==> config.mk <==
export PLATFORM = sky130hd
export DESIGN_NAME = serial_rx_core
export DESIGN_NICKNAME = d
export VERILOG_FILES = /design/src/rtl/serial_rx_pkg.sv /design/src/rtl/rx_deframer.sv /design/src/rtl/rx_store.sv /design/src/rtl/serial_rx_core.sv
export SDC_FILE = /design/constraint.sdc
export NUM_CORES = 1
export LEC_CHECK = 0
export ABC_AREA = 1
export BUFFER_PORTS_ARGS = -buffer_cell sky130_fd_sc_hd__buf_2
export CORE_ASPECT_RATIO = 1.1
export CORE_MARGIN = 1.5
export CORE_UTILIZATION = 30
export DETAILED_ROUTE_END_ITERATION = 8
export MAX_ROUTING_LAYER = met4
export PLACE_DENSITY_LB_ADDON = 0.1
export SLEW_MARGIN = 30
export SYNTH_ARGS = -nofsm -noshare
export SYNTH_HDL_FRONTEND = slang
export SYNTH_SLANG_ARGS = --single-unit
==> constraint.sdc <==
create_clock -name clk -period 7.2 [get_ports clk]
set_clock_uncertainty 0.2 [all_clocks]
set_input_delay 1.44 -clock clk [delete_from_list [all_inputs] [get_ports clk]]
set_output_delay 1.44 -clock clk [all_outputs]
set_load 0.01 [all_outputs]
==> src/rtl/serial_rx_pkg.sv <==
package serial_rx_pkg;

  localparam int unsigned MAX_BITS = 9;

  typedef struct packed {
    logic                ovr;
    logic                perr;
    logic                ferr;
    logic [MAX_BITS-1:0] data;
  } rx_entry_t;

  typedef enum logic [2:0] {
    ST_IDLE,
    ST_START,
    ST_DATA,
    ST_PAR,
    ST_STOP
  } rx_state_t;

  // Number of data bits selected by the length code; unlisted codes fall back to 8.
  function automatic logic [3:0] char_bits(input logic [2:0] code);
    case (code)
      3'b000:  return 4'd5;
      3'b001:  return 4'd6;
      3'b010:  return 4'd7;
      3'b111:  return 4'd9;
      default: return 4'd8;
    endcase
  endfunction

  function automatic logic vote3(input logic [2:0] s);
    return (s[0] & s[1]) | (s[0] & s[2]) | (s[1] & s[2]);
  endfunction

  // Parity bit the sender must transmit for the given (zero-extended) data.
  function automatic logic parity_bit(input logic [MAX_BITS-1:0] d, input logic odd);
    return (^d) ^ odd;
  endfunction

  // Bits were shifted in at the top; move the character down to bit 0.
  function automatic logic [MAX_BITS-1:0] align_char(input logic [MAX_BITS-1:0] sh,
                                                     input logic [3:0] n);
    return sh >> (4'(MAX_BITS) - n);
  endfunction

endpackage

==> src/rtl/rx_deframer.sv <==
module rx_deframer
  import serial_rx_pkg::*;
#(
  parameter int unsigned OSR_NORMAL  = 16,
  parameter int unsigned OSR_FAST    = 8,
  parameter int unsigned SYNC_STAGES = 2
) (
  input  logic      clk,
  input  logic      rst_n,
  input  logic      enable,
  input  logic      tick,
  input  logic      fast,
  input  logic [2:0] len_code,
  input  logic [1:0] par_mode,
  input  logic      rxd,
  output logic      start_ok,
  output logic      done,
  output rx_entry_t done_entry,
  output logic      done_addr
);
  localparam int unsigned CNTW = $clog2(OSR_NORMAL);

  logic [SYNC_STAGES-1:0] sync_q;
  logic                   rx_s;
  logic [1:0]             hist;
  logic [CNTW-1:0]        cnt, osr_last, mid_pt;
  rx_state_t              state;
  logic [3:0]             nbit, nbits, top_idx;
  logic [MAX_BITS-1:0]    shreg, data_al;
  logic                   par_q, par_on, bit_now, decide, wrap;

  always_ff @(posedge clk) begin
    if (!rst_n) sync_q <= '1;
    else        sync_q <= {sync_q[SYNC_STAGES-2:0], rxd};
  end
  assign rx_s = sync_q[SYNC_STAGES-1];

  assign nbits    = char_bits(len_code);
  assign top_idx  = nbits - 4'd1;
  assign par_on   = par_mode[1];
  assign osr_last = fast ? CNTW'(OSR_FAST - 1) : CNTW'(OSR_NORMAL - 1);
  assign mid_pt   = fast ? CNTW'(OSR_FAST / 2 + 1) : CNTW'(OSR_NORMAL / 2 + 1);
  assign bit_now  = vote3({hist, rx_s});
  assign decide   = tick && (state != ST_IDLE) && (cnt == mid_pt);
  assign wrap     = tick && (cnt == osr_last);
  assign start_ok = decide && (state == ST_START) && !bit_now;
  assign data_al  = align_char(shreg, nbits);

  always_ff @(posedge clk) begin
    if (!rst_n || !enable) begin
      state      <= ST_IDLE;
      cnt        <= '0;
      hist       <= '1;
      nbit       <= '0;
      shreg      <= '0;
      par_q      <= 1'b0;
      done       <= 1'b0;
      done_entry <= '0;
      done_addr  <= 1'b0;
    end else begin
      done <= 1'b0;
      if (tick) begin
        hist <= {hist[0], rx_s};
        if (state != ST_IDLE) cnt <= wrap ? '0 : cnt + 1'b1;
        case (state)
          ST_IDLE: if (!rx_s) begin
            state <= ST_START;
            cnt   <= CNTW'(1);
            nbit  <= '0;
          end
          ST_START: begin
            if (decide && bit_now) state <= ST_IDLE;
            else if (wrap)         state <= ST_DATA;
          end
          ST_DATA: begin
            if (decide) begin
              shreg <= {bit_now, shreg[MAX_BITS-1:1]};
              nbit  <= nbit + 4'd1;
            end
            if (wrap && nbit == nbits) state <= par_on ? ST_PAR : ST_STOP;
          end
          ST_PAR: begin
            if (decide) par_q <= bit_now;
            if (wrap)   state <= ST_STOP;
          end
          ST_STOP: if (decide) begin
            state           <= ST_IDLE;
            done            <= 1'b1;
            done_entry.data <= data_al;
            done_entry.ferr <= !bit_now;
            done_entry.perr <= par_on && (par_q != parity_bit(data_al, par_mode[0]));
            done_entry.ovr  <= 1'b0;
            done_addr       <= data_al[top_idx];
          end
          default: state <= ST_IDLE;
        endcase
      end
    end
  end

  // the data-bit counter never runs past the selected length
  p_bits_bound_r2: assert property (@(posedge clk) disable iff (!rst_n)
    (state == ST_DATA) |-> (nbit <= nbits));

  // a completed frame leaves the bit engine idle, ready for a new start bit
  p_done_idle_r4: assert property (@(posedge clk) disable iff (!rst_n)
    done |-> (state == ST_IDLE));

endmodule

==> src/rtl/rx_store.sv <==
module rx_store
  import serial_rx_pkg::*;
#(
  parameter int unsigned DEPTH = 2
) (
  input  logic      clk,
  input  logic      rst_n,
  input  logic      flush,
  input  logic      push,
  input  rx_entry_t push_entry,
  input  logic      pop,
  output rx_entry_t head,
  output logic [$clog2(DEPTH+1)-1:0] count,
  output logic      full
);
  localparam int unsigned PW = (DEPTH > 1) ? $clog2(DEPTH) : 1;
  localparam int unsigned CW = $clog2(DEPTH + 1);

  rx_entry_t     mem [DEPTH];
  logic [PW-1:0] wr_ptr, rd_ptr;
  logic          do_push, do_pop;

  assign full    = (count == CW'(DEPTH));
  assign do_push = push && !full;
  assign do_pop  = pop && (count != '0);
  assign head    = mem[rd_ptr];

  always_ff @(posedge clk) begin
    if (do_push) mem[wr_ptr] <= push_entry;
  end

  always_ff @(posedge clk) begin
    if (!rst_n || flush) begin
      wr_ptr <= '0;
      rd_ptr <= '0;
      count  <= '0;
    end else begin
      if (do_push) wr_ptr <= (wr_ptr == PW'(DEPTH - 1)) ? '0 : wr_ptr + 1'b1;
      if (do_pop)  rd_ptr <= (rd_ptr == PW'(DEPTH - 1)) ? '0 : rd_ptr + 1'b1;
      case ({do_push, do_pop})
        2'b10:   count <= count + 1'b1;
        2'b01:   count <= count - 1'b1;
        default: count <= count;
      endcase
    end
  end

  // the writer never offers a character to a full buffer
  p_no_overflow_r5: assert property (@(posedge clk) disable iff (!rst_n)
    push |-> !full);

  // occupancy never exceeds the buffer depth
  p_count_bound_r5: assert property (@(posedge clk) disable iff (!rst_n)
    count <= CW'(DEPTH));

  // popping the last entry with nothing arriving leaves the buffer empty
  p_last_pop_r1: assert property (@(posedge clk) disable iff (!rst_n)
    (count == CW'(1) && pop && !push && !flush) |=> (count == '0));

endmodule

==> src/rtl/serial_rx_core.sv <==
module serial_rx_core
  import serial_rx_pkg::*;
#(
  parameter int unsigned OSR_NORMAL  = 16,
  parameter int unsigned OSR_FAST    = 8,
  parameter int unsigned SYNC_STAGES = 2,
  parameter int unsigned DEPTH       = 2
) (
  input  logic       clk,
  input  logic       rst_n,
  input  logic       rx_en,
  input  logic       os_tick,
  input  logic       dbl_speed,
  input  logic [2:0] len_code,
  input  logic [1:0] par_mode,
  input  logic       addr_mode,
  input  logic       rxd,
  input  logic       rd_pop,
  output logic       rd_valid,
  output logic [7:0] rd_data,
  output logic       rd_bit9,
  output logic       rd_ferr,
  output logic       rd_perr,
  output logic       rd_ovr
);
  localparam int unsigned CW = $clog2(DEPTH + 1);

  logic          start_ok, frm_done, frm_addr, keep, push, store_full;
  rx_entry_t     frm_entry, hold_e, head;
  logic          hold_v;
  logic [CW-1:0] store_cnt;

  rx_deframer #(
    .OSR_NORMAL (OSR_NORMAL),
    .OSR_FAST   (OSR_FAST),
    .SYNC_STAGES(SYNC_STAGES)
  ) u_deframer (
    .clk       (clk),
    .rst_n     (rst_n),
    .enable    (rx_en),
    .tick      (os_tick),
    .fast      (dbl_speed),
    .len_code  (len_code),
    .par_mode  (par_mode),
    .rxd       (rxd),
    .start_ok  (start_ok),
    .done      (frm_done),
    .done_entry(frm_entry),
    .done_addr (frm_addr)
  );

  // Holding stage: the character that waits when the buffer is full.
  assign push = hold_v && !store_full;
  assign keep = frm_done && (!addr_mode || frm_addr);

  always_ff @(posedge clk) begin
    if (!rst_n || !rx_en) begin
      hold_v <= 1'b0;
      hold_e <= '0;
    end else begin
      if (push) hold_v <= 1'b0;
      if (start_ok && hold_v && store_full) hold_e.ovr <= 1'b1;
      if (keep && (!hold_v || push)) begin
        hold_v <= 1'b1;
        hold_e <= frm_entry;
      end
    end
  end

  rx_store #(.DEPTH(DEPTH)) u_store (
    .clk       (clk),
    .rst_n     (rst_n),
    .flush     (!rx_en),
    .push      (push),
    .push_entry(hold_e),
    .pop       (rd_pop),
    .head      (head),
    .count     (store_cnt),
    .full      (store_full)
  );

  assign rd_valid = (store_cnt != '0);
  assign rd_data  = head.data[7:0];
  assign rd_bit9  = head.data[8];
  assign rd_ferr  = head.ferr;
  assign rd_perr  = head.perr;
  assign rd_ovr   = head.ovr;

  // a disabled receiver keeps nothing buffered or waiting
  p_flush_r9: assert property (@(posedge clk) disable iff (!rst_n)
    !rx_en |=> (!hold_v && !rd_valid));

  // a start bit arriving with both stores full marks the waiting character
  p_ovr_mark_r6: assert property (@(posedge clk) disable iff (!rst_n)
    (rx_en && start_ok && hold_v && store_full) |=> hold_e.ovr);

  // a waiting character moves on as soon as the buffer has room
  p_hold_drains_r5: assert property (@(posedge clk) disable iff (!rst_n)
    (rx_en && hold_v && !store_full && !frm_done) |=> !hold_v);

endmodule

==> results.tsv <==
metric	value	unit
viasPerCell	4.644	
relSlewSlack	0.5423	
hold_viol	0	
fp.dieW	111.8	um
pwr_density_cell	223.7	mW/mm^2
place_area	0.004179	mm^2
max_stage_delay	400	ps
path_clk_slew	60	ps
hp-class	reg2reg	
irDropWorstVdd	0.0001095	V
core-area	0.01264	mm^2
cts_tree	built	
cpMostUsedCell	nand2_1	
path_cells	buf_2 > nand2_2 > nand3_2 > ha_1 > inv_1 > nand3_2 > inv_2 > nand3_1 > nand2_1 > nand2_1 > nand2_1 > nand2_1 > nand2_1 > nand2_1 > nand2_1 > nand2_1 > nand2_1 > nand2_1 > nand2_1 > a21oi_2	
die-area	0.01372	mm^2
ys.flop_type	dfxtp_1	
finalNetCount	536	
drtIter0Drc	113	
synth.distinct_cells	38	
fin_crit_sh	0.5190	
cts_made_buffers	9	
die_y	122.7	um
num_vias	3153	
cts_root_buf	clkbuf_16	
status	complete, no violations	
worst_slack	3463	ps
grt_start_max_net_pins	35	
p_leak	1.920	nW
antenna_found_initial	0	
ys_top_cells_by_count	89 x nand2_1, 63 x inv_1, 56 x dfxtp_1	
ant_nets	0	
critPathLaunchType	input pin	
ys_seq_elements	80	
critPathCaptureType	register	
dp.cells	663	
place_ws	3099	ps
portBuffers	25	
drc	0	
synthCells	492	
htreeDepth	3	
fin_cells	679	
synth_top_area_frac	0.2868	
cp.arrival	3730	ps
drive_gt1_frac	0.1533	
grt_pass1_wl	14030	um
cts_resized	0	
place_hpwl	5972	um
ys_top_cells_by_area	dfxtp_1 29%, edfxtp_1 18%, nand2_1 8.5%	
clock-sinks	80	
synth.most_common_cell	nand2_1	
num_antenna_cells	0	
slowest_stage	ha_1	
min_period	3737	ps
cts_buffer_depth	2	
rsz0062_at_grt	no	
overflow	0	
worstMarginPinSlew	685.8	ps
synthArstFlopShare	0	
area_delta_synth_final	14.60	%
clock.fmax	267.6	MHz
holdBufCountCts	0	
initial_core_util	0.3092	
maxCapViolCount	0	
track_usage	0.1313	
dr.pass1.iters	4	
routabilityCongestion	0.8514	
yosysSeqAreaShare	0.4712	
io_pins	26	
tns	0	ps
num_rows	43	
grt_pass1_vias	2921	
syn_area_per_cell	7.945	um^2
finalSetupViolations	0	
finish.instance_area	0.004479	mm^2
synth_edf_count	24	
synth.largest_area_cell	dfxtp_1	
critical_path_class	in2reg	
synth_area	0.003909	mm^2
cp_max_fo	12	
clk_latency	330	ps
power	1.002	mW
postCtsSetupBuffers	0	
wire_per_inst	12.01	um
ys.warnings.count	0	
drt_wl_total	8156	um
slew_viol_final	0	
required	7200	ps
synth_fp_nets	511	
[critical path, delay by kind of cell]
kind	cells	cell delay [ps]
AO/OA/AOI/OAI	1	50
adder cells (fa/ha/maj)	1	400
buffers and inverters	3	420
AND/OR/NAND/NOR	15	1430
[cell families (layout without fill, tap and decap cells)]
group | count (synthesis) | in the layout | share of synthesized area
AOI/OAI and AO/OA | 110 | 110 | 0.1482
xor gates and xnor gates | 4 | 4 | 0.008965
adders and majority gates | 6 | 6 | 0.01921
buffers and inverters | 82 | 112 | 0.08451
DFF | 80 | 80 | 0.4712
muxes | 12 | 12 | 0.03457
and+or+nand+nor | 198 | 198 | 0.2334
[state kept, by name, indices dropped and copies added, names as in the netlist, named ones only]
register and flops:
u_store.mem 24, hold_e 12, u_deframer.done_entry 11, u_deframer.shreg 9
u_deframer.cnt 4, u_deframer.nbit 4, u_deframer.state 3, u_deframer.hist 2
u_deframer.sync_q 2, u_store.count 2, hold_v 1, u_deframer.done 1
u_deframer.done_addr 1, u_deframer.par_q 1, u_store.rd_ptr 1, u_store.wr_ptr 1
[through the flow]
step	hold slack, ps	utilization
final	207.8	0.3543
after floorplan	179.5	-
after global placement	189.4	0.3301
after detailed placement	203.4	0.3305
after global routing	236.7	0.3543
after CTS	212.3	0.3543
[where the power goes]
| group | switching, mW | internal (mW) |
|---|---|---|
| clock | 0.178 | 0.278 |
| combinational | 0.0557 | 0.0256 |
| sequential | 0.00160 | 0.463 |
[per-layer routing]
layer,vias to the layer above,track usage,share of wire
met5,-,-,0
met4,0,0.04589,0.014
met3,8,0.02716,0.029
met2,39,0.2207,0.47
met1,1419,0.1574,0.48
li1,1687,-,-
[placed cells by master, fill, tap and decap left out, types with 2 or more instances in the layout]
cell,n
nor3_1,8
o21ai_0,53
inv_1,63
edfxtp_1,24
a21oi_1,43
mux2_2,12
xnor2_1,3
inv_2,5
clkbuf_16,9
or2_1,2
o211ai_1,4
nor2_1,35
clkinv_4,2
ha_1,6
nand2_2,5
nand2_1,89
o21ai_1,4
dfxtp_1,56
nand3_1,42
nor2_4,2
nor2_2,4
buf_4,2
buf_2,25
clkinv_2,2
nand3_2,6
[path summary, 6_finish.rpt]
| kind | start | endpoint | slack [ps] | cells past startpoint |
|---|---|---|---|---|
| max | len_code[1] | u_deframer.done_entry[10] | 3460 | 20 |
| min | u_deframer.sync_q[0] | u_deframer.sync_q[1] | 210 | 2 |
| max reg2reg | u_deframer.state[2] | u_deframer.nbit[3] | 4640 | 9 |
| min reg2reg | u_deframer.sync_q[0] | u_deframer.sync_q[1] | 210 | 2 |
[layout make-up]
type / count / area, um^2
repair buffers: 27 / 140.1
inverters: 69 / 259.0
clock inverters: 5 / 57.56
fillers: 1342 / 8164
flip-flops and latches: 80 / 1842
clock buffers: 11 / 242.7
well taps: 157 / 196.4
multi-input cells: 330 / 1742
(Power assumes the default switching activity.)
